===== src/rtl/nco_pkg.sv =====
package nco_pkg;
  localparam int BYTE_W = 8;

  typedef enum logic {
    WORD_B = 1'b0,
    WORD_A = 1'b1
  } word_sel_e;
endpackage


===== src/rtl/nco_edge_det.sv =====
// One-clock pulse on a chosen edge of a synchronous input. Reset leaves the
// history at the active level, so a level already present at reset release
// does not count as an edge.
module nco_edge_det #(
  parameter bit RISE = 1'b1
) (
  input  logic clk,
  input  logic rst_n,
  input  logic din,
  output logic pulse
);
  logic hist_q, hist_d;

  always_comb hist_d = din;

  always_ff @(posedge clk or negedge rst_n) begin
    if (!rst_n) hist_q <= RISE;
    else        hist_q <= hist_d;
  end

  generate
    if (RISE) begin : g_rise
      assign pulse = din & ~hist_q;
    end else begin : g_fall
      assign pulse = ~din & hist_q;
    end
  endgenerate
endmodule


===== src/rtl/nco_word_bank.sv =====
// Two byte-addressed frequency words and the select mux.
module nco_word_bank
  import nco_pkg::*;
#(
  parameter int FW = 32,
  parameter int AW = 4
) (
  input  logic          clk,
  input  logic          rst_n,
  input  logic          wr_en,
  input  logic [AW-1:0] wr_addr,
  input  logic [7:0]    wr_data,
  input  logic          sel,
  output logic [FW-1:0] word_a,
  output logic [FW-1:0] word_b,
  output logic [FW-1:0] mux_word
);
  localparam int NB = FW / BYTE_W;

  logic [FW-1:0] words [2];

  for (genvar gw = 0; gw < 2; gw++) begin : g_word
    for (genvar gb = 0; gb < NB; gb++) begin : g_byte
      logic [BYTE_W-1:0] byte_q, byte_d;
      logic              hit;

      assign hit = wr_en && (wr_addr == AW'(gw * NB + gb));

      always_comb begin
        byte_d = byte_q;
        if (hit) byte_d = wr_data;
      end

      always_ff @(posedge clk or negedge rst_n) begin
        if (!rst_n) byte_q <= '0;
        else        byte_q <= byte_d;
      end

      assign words[gw][gb*BYTE_W +: BYTE_W] = byte_q;
    end
  end

  assign word_a   = words[0];
  assign word_b   = words[1];
  assign mux_word = (word_sel_e'(sel) == WORD_A) ? word_a : word_b;
endmodule


===== src/rtl/nco_load_ctrl.sv =====
// Command edge -> sample edge -> transfer edge.
module nco_load_ctrl #(
  parameter int FW = 32
) (
  input  logic          clk,
  input  logic          rst_n,
  input  logic          fall,
  input  logic [FW-1:0] mux_word,
  output logic          cap_q,
  output logic          xfer_q,
  output logic [FW-1:0] stage_q,
  output logic [FW-1:0] active_q
);
  logic          cap_d, xfer_d;
  logic [FW-1:0] stage_d, active_d;

  always_comb begin
    cap_d    = fall;
    xfer_d   = cap_q;
    stage_d  = stage_q;
    active_d = active_q;
    if (cap_q)  stage_d  = mux_word;
    if (xfer_q) active_d = stage_q;
  end

  always_ff @(posedge clk or negedge rst_n) begin
    if (!rst_n) begin
      cap_q    <= 1'b0;
      xfer_q   <= 1'b0;
      stage_q  <= '0;
      active_q <= '0;
    end else begin
      cap_q    <= cap_d;
      xfer_q   <= xfer_d;
      stage_q  <= stage_d;
      active_q <= active_d;
    end
  end
endmodule


===== src/rtl/nco_phase_pipe.sv =====
// Accumulator followed by a DEPTH-stage delay line.
module nco_phase_pipe #(
  parameter int FW    = 32,
  parameter int DEPTH = 16
) (
  input  logic          clk,
  input  logic          rst_n,
  input  logic [FW-1:0] incr,
  output logic [FW-1:0] acc_q,
  output logic [FW-1:0] phase_out
);
  logic [FW-1:0] acc_d;

  always_comb acc_d = acc_q + incr;

  always_ff @(posedge clk or negedge rst_n) begin
    if (!rst_n) acc_q <= '0;
    else        acc_q <= acc_d;
  end

  generate
    if (DEPTH == 0) begin : g_direct
      assign phase_out = acc_q;
    end else begin : g_delay
      logic [FW-1:0] dly_q [DEPTH];
      logic [FW-1:0] dly_d [DEPTH];

      always_comb begin
        dly_d[0] = acc_q;
        for (int i = 1; i < DEPTH; i++) dly_d[i] = dly_q[i-1];
      end

      always_ff @(posedge clk or negedge rst_n) begin
        if (!rst_n) begin
          for (int i = 0; i < DEPTH; i++) dly_q[i] <= '0;
        end else begin
          for (int i = 0; i < DEPTH; i++) dly_q[i] <= dly_d[i];
        end
      end

      assign phase_out = dly_q[DEPTH-1];
    end
  endgenerate
endmodule


===== src/rtl/nco_freq_bank.sv =====
module nco_freq_bank #(
  parameter int FW      = 32,
  parameter int AW      = 4,
  parameter int LATENCY = 19
) (
  input  logic          clk,
  input  logic          rst_n,
  input  logic          wr_stb,
  input  logic [AW-1:0] wr_addr,
  input  logic [7:0]    wr_data,
  input  logic          buf_sel,
  input  logic          load_n,
  output logic [FW-1:0] phase_out
);
  // Three register stages sit in front of the delay line: sample, transfer, accumulate.
  localparam int OUT_DEPTH = LATENCY - 3;

  logic [1:0]    rst_sync_q;
  logic          rst_s;
  logic          wr_rise, fall;
  logic          cap_q, xfer_q;
  logic [FW-1:0] word_a, word_b, mux_word, stage_q, active_q, acc_q;

  always_ff @(posedge clk or negedge rst_n) begin
    if (!rst_n) rst_sync_q <= 2'b00;
    else        rst_sync_q <= {rst_sync_q[0], 1'b1};
  end
  assign rst_s = rst_sync_q[1];

  nco_edge_det #(.RISE(1'b1)) u_wr_edge (
    .clk(clk), .rst_n(rst_s), .din(wr_stb), .pulse(wr_rise));

  nco_edge_det #(.RISE(1'b0)) u_ld_edge (
    .clk(clk), .rst_n(rst_s), .din(load_n), .pulse(fall));

  nco_word_bank #(.FW(FW), .AW(AW)) u_bank (
    .clk(clk), .rst_n(rst_s), .wr_en(wr_rise), .wr_addr(wr_addr),
    .wr_data(wr_data), .sel(buf_sel), .word_a(word_a), .word_b(word_b),
    .mux_word(mux_word));

  nco_load_ctrl #(.FW(FW)) u_load (
    .clk(clk), .rst_n(rst_s), .fall(fall), .mux_word(mux_word),
    .cap_q(cap_q), .xfer_q(xfer_q), .stage_q(stage_q), .active_q(active_q));

  nco_phase_pipe #(.FW(FW), .DEPTH(OUT_DEPTH)) u_pipe (
    .clk(clk), .rst_n(rst_s), .incr(active_q), .acc_q(acc_q),
    .phase_out(phase_out));
endmodule


===== config.mk =====
export PLATFORM = sky130hd
export DESIGN_NAME = nco_freq_bank
export DESIGN_NICKNAME = d
export VERILOG_FILES = /design/src/rtl/nco_pkg.sv /design/src/rtl/nco_edge_det.sv /design/src/rtl/nco_word_bank.sv /design/src/rtl/nco_load_ctrl.sv /design/src/rtl/nco_phase_pipe.sv /design/src/rtl/nco_freq_bank.sv
export SDC_FILE = /design/constraint.sdc
export NUM_CORES = 1
export LEC_CHECK = 0
export BUFFER_PORTS_ARGS = -buffer_cell sky130_fd_sc_hd__buf_4
export CORE_MARGIN = 3
export CORE_UTILIZATION = 30
export DETAILED_ROUTE_END_ITERATION = 8
export GPL_TIMING_DRIVEN = 0
export HOLD_SLACK_MARGIN = 0.12
export PLACE_DENSITY = 0.56
export SLEW_MARGIN = 0
export SYNTH_ARGS = -nofsm -noshare
export SYNTH_HDL_FRONTEND = slang
export SYNTH_SLANG_ARGS = --single-unit

===== constraint.sdc =====
create_clock -name clk -period 22.4 [get_ports clk]
set_input_delay 4.48 -clock clk [delete_from_list [all_inputs] [get_ports clk]]
set_output_delay 4.48 -clock clk [all_outputs]
set_load 0.05 [all_outputs]

==> impl_metrics.tcl, run 1 <==
set metrics [dict create \
    area_delta_synth_final_pct 20.5 \
    path_cells "buf_4" \
    drc_errors 0 \
    setup_viol 0 \
    clkPwrFrac_pct 32.0 \
    diodes 0 \
    synthFlopType "dfrtp_1" \
    nets 1309 \
    tightest_slew_ns 0.822 \
    reg2reg_to "u_pipe.acc_q[24]" \
    cts.root.buffer_cell "clkbuf_16" \
    timing.rr.start "u_pipe.acc_q[0]" \
    gp_congestion 0.873 \
    seq_area_frac_synth_pct 82.9 \
    maxCapViolCount 0 \
    synthesis.nets 1181 \
    fin_crit_sh_pct 25.1 \
    grt_pass1_vias 9285 \
    cts_tree "done" \
    power.density_nw_per_um2 152 \
    io_pins 49 \
    fin_skew_ns 0.0211 \
    num_rows 95 \
    instances_no_fill 2187 \
    final_hold_viol_count 0 \
    pwr-share-comb_pct 16.7 \
    track_usage_pct 8.03 \
    sequentialPowerShare_pct 51.3 \
    slew_headroom_pct 45.2 \
    synth_cell_types 53 \
    endpoint "phase_out[30]" \
    switchingPower_mw 0.991 \
    path_class "reg2out" \
    routedWlPerCell_um 12.5 \
    p_int_mw 2.75 \
    path_buf_inv 1 \
    synth-seq-cells 678 \
    cts_setup_buffers 0 \
    die_height_um 267 \
    hp-class "reg2reg" \
    cp_max_fo 1 \
    placedCellCount 2062 \
    grt_max_degree 76 \
    drv_slew 0 \
    grt_pass1_wl_mm 46.7 \
    cp.required_ns 17.92 \
    place_area_um2 22200 \
    drt-total-wl_mm 27.4 \
    cp_data_arrival_time_ns 1.14 \
    htreeDepth 3 \
    whs_ns 0.332 \
    finalInstanceArea_um2 24700 \
    finalWorstSetupSlack_ns 16.78 \
    slowest_delay_ns 0.37 \
    fin_tns_setup_ns 0 \
    pre_cts_ws_ns 16.29 \
    numCtsBuffers 69 \
    worstSetupStartpoint "u_pipe.phase_out[30]" \
    startpoint_type "flop" \
    fmax_mhz 178 \
    syn_area_per_cell_um2 18.1 \
    die-area_um2 71400 \
    hold_buffers 0 \
    synth_edf_count 0 \
    cp.depth 1 \
    reg2reg_slack_ns 19.66 \
    crit_family "flip-flops" \
    portBuffers 47 \
    finalCriticalPeriod_ns 5.62 \
    drtIter0Drc 883 \
    layout_commonest_cell "dfrtp_1" \
    rsz0062_at_grt "no" \
    fin_util_pct 36.6 \
    avgViaCountPerCell 4.06 \
    p_leak_nw 11.1 \
    mostFrequentLayoutCells "dfrtp_1 (676), mux2_2 (96), clkbuf_16 (71)" \
    end_kind "output port" \
    clock_latency_ns 0.59 \
    worstRegToRegCells 9 \
    die_x_um 267 \
    yosysWarningCount 0 \
    globalRoute.totalOverflow 0 \
    hpwl_mm 16.1 \
    switching_share_pct 26.5 \
    syn_area_um2 20500 \
    clk_pin_slew_ns 0.06 \
    status "finished clean" \
    cts_resized 0 \
    total_power_mw 3.74 \
    irDropWorstVdd_uv 56.2 \
    async_flop_share_pct 100 \
    start_util_pct 30.4 \
    ant_nets 0 \
    grt_antenna_before_repair 0 \
    cpMaxStageDelayCell "dfrtp_1" \
    fp.coreArea_um2 67400 \
    vias 8886 \
    first_pass_iters 5 \
    drive_above_1_share_pct 21.6 \
    syn_inst 1132 \
    cts_buffer_depth 3 \
    clock-sinks 678 \
]
## power groups by stage
stage | Clock (mW) | Sequential [mW] | Combinational, mW
6_report | 1.20 | 1.92 | 0.625
5_1_grt | 1.29 | 1.98 | 0.677
4_1_cts | 1.24 | 1.93 | 0.621
3_5_place_dp | 0 | 1.95 | 0.617
3_3_place_gp | 0 | 1.97 | 0.567
2_1_floorplan | 0 | 2.04 | 0.351
## logic make-up (layout without fill, tap and decap cells)
family / Yosys count / count (layout) / share of synthesized area, %
DFF: 678 / 678 / 82.9
other: 1 / 1 / 0.0183
AOI/OAI and AO/OA: 131 / 131 / 4.05
and+or+nand+nor: 102 / 102 / 2.29
buffers and inverters: 31 / 213 / 0.624
adders and majority gates: 32 / 32 / 1.99
muxes: 128 / 128 / 6.85
xor gates and xnor gates: 29 / 29 / 1.24
## how the worst min path moves through the flow
stage / startpoint / endpoint / slack (ns) / depth (start not counted)
floorplan: rst_sync_q[0] / rst_sync_q[1] / 0.33 / 0
global placement: u_pipe.g_delay.dly_d[351] / u_pipe.g_delay.dly_d[319] / 0.33 / 0
detailed placement: rst_sync_q[0] / rst_sync_q[1] / 0.33 / 0
CTS: u_pipe.g_delay.dly_d[403] / u_pipe.g_delay.dly_d[371] / 0.33 / 0
global route: u_pipe.g_delay.dly_d[355] / u_pipe.g_delay.dly_d[323] / 0.34 / 0
finish: u_pipe.g_delay.dly_d[355] / u_pipe.g_delay.dly_d[323] / 0.33 / 0
## worst reg2reg max path, stage by stage, from the launching register on
cell and delay, ns:
dfrtp_1 0.38, ha_1 0.25, fa_1 0.41, a21o_1 0.22, a221o_1 0.35, nand2_2 0.15, o21ai_0 0.14, a31oi_1 0.36
a31oi_1 0.19, xor2_1 0.17
## Yosys cell counts (2+ instances only)
cell      instances  area share [%]
dfrtp_1         677              83
mux2_2           96             5.3
a21oi_1          67             1.6
nor2_1           45            0.83
mux2i_1          32             1.6
ha_1             31             1.9
nand2_1          28            0.51
xnor2_1          18            0.77
a21o_1           16            0.59
o21ai_0          13            0.32
clkbuf_1         12            0.22
xor2_1           11            0.47
inv_1             8            0.15
buf_1             7            0.13
nand4_1           6            0.18
o21a_1            6            0.22
a31oi_1           4            0.12
and3_1            4            0.12
nand3_1           4           0.098
nor2b_1           4            0.12
a221o_1           3            0.15
buf_2             3           0.073
and2_1            2           0.061
and4_1            2           0.086
nor3_1            2           0.049
o211ai_1          2           0.073
o21ai_1           2           0.049
o21bai_1          2           0.073
## routing by layer
| layer | track usage [%] | vias to the layer above | wire length (µm) |
|---|---|---|---|
| li1 | - | 4109 | - |
| met1 | 10.3 | 4488 | 12200 |
| met2 | 12.3 | 208 | 12600 |
| met3 | 2.54 | 81 | 1510 |
| met4 | 4.22 | 0 | 1090 |
| met5 | 0 | - | 0 |
## cell type report
| type | instances | area, µm² |
|---|---|---|
| Fill cell | 6105 | 42700 |
| Clock inverter | 27 | 420 |
| Sequential cell | 678 | 17000 |
| Multi-Input combinational cell | 423 | 3360 |
| Clock buffer | 98 | 2060 |
| Buffer | 23 | 97.6 |
| Tap cell | 873 | 1090 |
| Inverter | 8 | 30.0 |
| Timing Repair Buffer | 57 | 621 |
## registers in the layout, summed over array words and instances, names as in the netlist
signal	cells
rst_sync_q	2
u_bank.g_word.g_byte.byte_q	64
u_ld_edge.hist_q	1
u_load.active_q	32
u_load.cap_q	1
u_load.stage_q	32
u_load.xfer_q	1
u_pipe.acc_q	32
u_pipe.g_delay.dly_d	480
u_pipe.phase_out	32
u_wr_edge.hist_q	1
Power figures use the tool's default switching activity.
==> inputs of run 2 (changes only) <==
--- a/config.mk
+++ b/config.mk
@@ -11,7 +11,7 @@
 export DETAILED_ROUTE_END_ITERATION = 8
 export GPL_TIMING_DRIVEN = 0
 export HOLD_SLACK_MARGIN = 0.12
-export PLACE_DENSITY = 0.56
+export PLACE_DENSITY = 0.58
 export SLEW_MARGIN = 0
 export SYNTH_ARGS = -nofsm -noshare
 export SYNTH_HDL_FRONTEND = slang
==> constraint.sdc (replaced) <==
create_clock -name clk -period 5 [get_ports clk]
set_input_delay 1 -clock clk [delete_from_list [all_inputs] [get_ports clk]]
set_output_delay 1 -clock clk [all_outputs]
set_load 0.05 [all_outputs]
==> impl_metrics.tcl, run 2 (synthesis gave the netlist of run 1 again) <==
set metrics [dict create \
    path_buf_inv 0 \
    vias 8886 \
    grt_pass1_wl_mm 46.8 \
    setup_viol 0 \
    die_height_um 267 \
    instances_no_fill 2182 \
    mostFrequentLayoutCells "dfrtp_1 (676), mux2_2 (96), clkbuf_16 (68)" \
    drt-total-wl_mm 27.0 \
    startpoint_type "flop" \
    globalRoute.totalOverflow 0 \
    cp.required_ns 5.45 \
    hold_buffers 0 \
    slowest_delay_ns 0.43 \
    end_kind "flop" \
    first_pass_iters 5 \
    ant_nets 0 \
    fillers 6180 \
    pre_cts_ws_ns 2.29 \
    cpMaxStageDelayCell "fa_1" \
    seqCellArea_um2 17000 \
    fp.coreArea_um2 67400 \
    finalInstanceArea_um2 24400 \
    htreeDepth 3 \
    final_hold_viol_count 0 \
    die-area_um2 71400 \
    finalCriticalPeriod_ns 2.76 \
    io_pins 49 \
    cts_resized 0 \
    start_util_pct 30.4 \
    cp_data_arrival_time_ns 3.21 \
    fmax_mhz 362 \
    num_rows 95 \
    clock-sinks 678 \
    fin_tns_setup_ns 0 \
    area_delta_synth_final_pct 19.5 \
    crit_family "compound AO/OA/AOI/OAI gates" \
    routedWlPerCell_um 12.4 \
    nets 1308 \
    fin_crit_sh_pct 55.2 \
    cts_setup_buffers 0 \
    path_class "reg2reg" \
    multiInputGateArea_um2 3360 \
    fin_skew_ns 0.0186 \
    grt_antenna_before_repair 0 \
    gp_congestion 0.875 \
    layout_commonest_cell "dfrtp_1" \
    irDropWorstVdd_uv 251 \
    drtIter0Drc 791 \
    diodes 0 \
    hpwl_mm 15.8 \
    drive_above_1_share_pct 21.2 \
    portBuffers 47 \
    drc_errors 0 \
    power.density_nw_per_um2 669 \
    whs_ns 0.176 \
    tightest_slew_ns 0.730 \
    drv_slew 0 \
    cts_tree "done" \
    numCtsBuffers 68 \
    cp_max_fo 4 \
    clock_latency_ns 0.59 \
    status "finished clean" \
    path_cells "ha_1 -> fa_1 -> a21o_1 -> a221o_1 -> nand2_2 -> o21ai_0 -> a31oi_1 -> a31oi_1 -> xor2_1" \
    timing.rr.start "u_pipe.acc_q[0]" \
    cts.root.buffer_cell "clkbuf_16" \
    maxCapViolCount 0 \
    p_leak_nw 11.0 \
    total_power_mw 16.4 \
    avgViaCountPerCell 4.07 \
    placedCellCount 2062 \
    track_usage_pct 8.02 \
    reg2reg_to "u_pipe.acc_q[24]" \
    rsz0062_at_grt "no" \
    crit_top_cell "a31oi_1" \
    reg2reg_slack_ns 2.24 \
    slew_headroom_pct 51.3 \
    worstRegToRegCells 9 \
    clk_pin_slew_ns 0.06 \
    grt_pass1_vias 9308 \
    place_area_um2 22200 \
    cts_buffer_depth 3 \
    largest_reg_flops 480 \
    grt_max_degree 76 \
    die_x_um 267 \
    fin_util_pct 36.3 \
    finalWorstSetupSlack_ns 2.24 \
    hp-class "in2async" \
]
## run 2: cell types whose count changed in the layout (fill, tap and decap cells not counted), moves of 2 or more
cell,delta
bufinv_16,-6
clkbuf_1,+2
clkbuf_16,-3
clkinv_4,+2
clkinv_2,-3
clkbuf_8,+2
inv_16,+2
## run 2: per-layer routing
metal | global-route usage (%) | vias up | routed length, µm
li1 | - | 4097 | -
met5 | 0 | - | 0
met3 | 2.73 | 83 | 1520
met1 | 10.4 | 4485 | 12200
met4 | 3.62 | 0 | 908
met2 | 12.3 | 221 | 12300
## run 2: power by group
| group | switching [mW] | internal [mW] |
|---|---|---|
| clock network | 2.05 | 2.94 |
| registers | 0.669 | 7.93 |
| logic | 1.70 | 1.08 |
## run 2: cell type report
cell class	instances	share of cell area, %
clock buffers	99	8.25
multi-input cells	423	13.8
clock inverters	21	1.04
repair buffers	57	2.54
inverters	8	0.123
well taps	873	4.47
plain buffers	23	0.399
flip-flops and latches	678	69.4
## run 2: worst max-delay path by stage
stage | from | endpoint | slack (ns) | cells after the start
2_1_floorplan | rst_sync_q[1] | u_bank.g_word[0].g_byte[0].byte_q[0] | -1.56 | 0
3_3_place_gp | rst_sync_q[1] | u_pipe.acc_q[31] | -3.53 | 0
3_5_place_dp | u_pipe.acc_q[0] | u_pipe.acc_q[24] | 2.29 | 9
4_1_cts | u_pipe.acc_q[0] | u_pipe.acc_q[24] | 2.26 | 9
5_1_grt | u_pipe.acc_q[0] | u_pipe.acc_q[24] | 2.10 | 9
6_report | u_pipe.acc_q[0] | u_pipe.acc_q[24] | 2.24 | 9
==> inputs of run 3 (changes only) <==
--- a/config.mk
+++ b/config.mk
@@ -11,7 +11,7 @@
 export DETAILED_ROUTE_END_ITERATION = 8
 export GPL_TIMING_DRIVEN = 0
 export HOLD_SLACK_MARGIN = 0.12
-export PLACE_DENSITY = 0.58
+export PLACE_DENSITY = 0.56
 export SLEW_MARGIN = 0
 export SYNTH_ARGS = -nofsm -noshare
 export SYNTH_HDL_FRONTEND = slang
==> constraint.sdc (replaced) <==
create_clock -name clk -period 2.8 [get_ports clk]
set_input_delay 0.56 -clock clk [delete_from_list [all_inputs] [get_ports clk]]
set_output_delay 0.56 -clock clk [all_outputs]
set_load 0.05 [all_outputs]
==> impl_metrics.tcl, run 3 (synthesis gave the netlist of run 1 again) <==
set metrics [dict create \
    status "finished clean" \
    gp_congestion 0.877 \
    ant_nets 0 \
    fp.coreArea_um2 67400 \
    rsz0062_at_grt "no" \
    mostFrequentLayoutCells "dfrtp_1 (676), mux2_2 (96), clkbuf_16 (71)" \
    crit_family "compound AO/OA/AOI/OAI gates" \
    cp_max_fo 4 \
    grt_antenna_before_repair 0 \
    first_pass_iters 5 \
    avgViaCountPerCell 4.06 \
    diodes 0 \
    gr-usage-met2_pct 11.9 \
    switching_share_pct 26.9 \
    clock_latency_ns 0.59 \
    reg2reg_slack_ns 0.11 \
    die_height_um 267 \
    pwr-share-comb_pct 17.0 \
    start_util_pct 30.4 \
    seqCellArea_um2 17000 \
    path_cells "ha_1 -> fa_1 -> a21o_1 -> a221o_1 -> nand2_2 -> o21ai_0 -> a31oi_2 -> a31oi_1 -> xor2_1" \
    cts_setup_buffers 0 \
    layout_commonest_cell "dfrtp_1" \
    clkPwrFrac_pct 31.1 \
    gr-usage-met3_pct 2.95 \
    p_int_mw 21.6 \
    fillers 6143 \
    whs_ns 0.134 \
    nets 1313 \
    drc_errors 0 \
    multiInputGateArea_um2 3370 \
    track_usage_pct 7.87 \
    switchingPower_mw 7.97 \
    clock-sinks 678 \
    fin_crit_sh_pct 96.1 \
    path_class "reg2reg" \
    drv_slew 0 \
    die-area_um2 71400 \
    drt-total-wl_mm 27.1 \
    area_delta_synth_final_pct 20.2 \
    drtIter0Drc 838 \
    setup_viol 0 \
    cts_buffer_depth 3 \
    routedWlPerCell_um 12.4 \
    numCtsBuffers 70 \
    place_area_um2 22200 \
    power.density_nw_per_um2 1200 \
    slowest_delay_ns 0.42 \
    grt_pass1_wl_mm 45.9 \
    finalWorstSetupSlack_ns 0.110 \
    clk_pin_slew_ns 0.06 \
    total_power_mw 29.6 \
    instances_no_fill 2190 \
    sequentialPowerShare_pct 51.9 \
    fin_util_pct 36.5 \
    top_usage_layer "met2" \
    met1_usage_pct 10.2 \
    cts_tree "done" \
    num_rows 95 \
    cts.root.buffer_cell "clkbuf_16" \
    path_buf_inv 0 \
    hpwl_mm 15.7 \
    largest_reg_flops 480 \
    portBuffers 47 \
    pre_cts_ws_ns 0.109 \
    tightest_slew_ns 0.745 \
    fin_tns_setup_ns 0 \
    p_leak_nw 11.1 \
    placedCellCount 2062 \
    slew_headroom_pct 50.4 \
    final_hold_viol_count 0 \
    vias 8882 \
    die_x_um 267 \
    hp-class "reg2async" \
    cp_data_arrival_time_ns 3.15 \
    globalRoute.totalOverflow 0 \
    finalInstanceArea_um2 24600 \
    drive_above_1_share_pct 21.6 \
    grt_pass1_vias 9111 \
    fmax_mhz 372 \
    grt_max_degree 74 \
    io_pins 49 \
    cp.required_ns 3.26 \
    cpMaxStageDelayCell "fa_1" \
    startpoint_type "flop" \
    maxCapViolCount 0 \
    irDropWorstVdd_uv 427 \
    end_kind "flop" \
    fin_skew_ns 0.0170 \
    finalCriticalPeriod_ns 2.69 \
    htreeDepth 3 \
]
==> run 3: changes by cell type in the layout (fill, tap and decap cells not counted), sizes merged <==
cell,change
bufinv,+1
clkinvlp,+5
dlygate4sd3,+3
inv,-2
clkbuf,+1
==> run 3: timing repair <==
item | in CTS | in global routing
hold buffers | 3 | 0
resized for setup | 0 | 1
endpoints found under the hold margin | 5 | 0
endpoints found under the setup margin | 0 | 1
==> run 3: final timing paths <==
check                      depth (start not counted)                                    to            start
max in group asynchronous                          4             u_pipe.g_delay.dly_d[287]    rst_sync_q[1]
setup / recovery                                   9                      u_pipe.acc_q[24]  u_pipe.acc_q[0]
hold / removal                                     0                   u_pipe.phase_out[4]    rst_sync_q[1]
min in group clk                                   2  u_bank.g_word[0].g_byte[2].byte_q[6]       wr_data[6]
hold reg to reg                                    0                   u_pipe.phase_out[4]    rst_sync_q[1]
setup reg to reg                                   9                      u_pipe.acc_q[24]  u_pipe.acc_q[0]
==> run 3: power by group through the flow <==
| stage | logic [mW] | clock network, mW | registers [mW] |
|---|---|---|---|
| 2_1_floorplan | 2.81 | 0 | 16.2 |
| 6_report | 5.03 | 9.20 | 15.3 |
| 3_5_place_dp | 4.95 | 0 | 15.6 |
| 3_3_place_gp | 4.54 | 0 | 15.6 |
| 4_1_cts | 4.98 | 9.59 | 15.4 |
| 5_1_grt | 5.45 | 9.98 | 15.8 |
==> run 3: worst reg2reg max path, stage by stage (launching register included) <==
cell,delay [ns]
dfrtp_1,0.38
ha_1,0.25
fa_1,0.42
a21o_1,0.22
a221o_1,0.35
nand2_2,0.15
o21ai_0,0.16
a31oi_2,0.29
a31oi_1,0.17
xor2_1,0.17
==> run 3: area by class of cell <==
| type | count | area share [%] |
|---|---|---|
| plain buffers | 23 | 0.397 |
| well taps | 873 | 4.44 |
| multi-input cells | 423 | 13.7 |
| inverters | 8 | 0.122 |
| flip-flops and latches | 678 | 69.0 |
| clock inverters | 25 | 1.21 |
| repair buffers | 60 | 2.68 |
| clock buffers | 100 | 8.48 |
==> run 3: layer usage <==
| layer | vias to the layer above | part of all wire [%] |
|---|---|---|
| li1 | 4101 | - |
| met1 | 4471 | 45 |
| met2 | 234 | 46 |
| met3 | 76 | 6.3 |
| met4 | 0 | 3.2 |
| met5 | - | 0 |
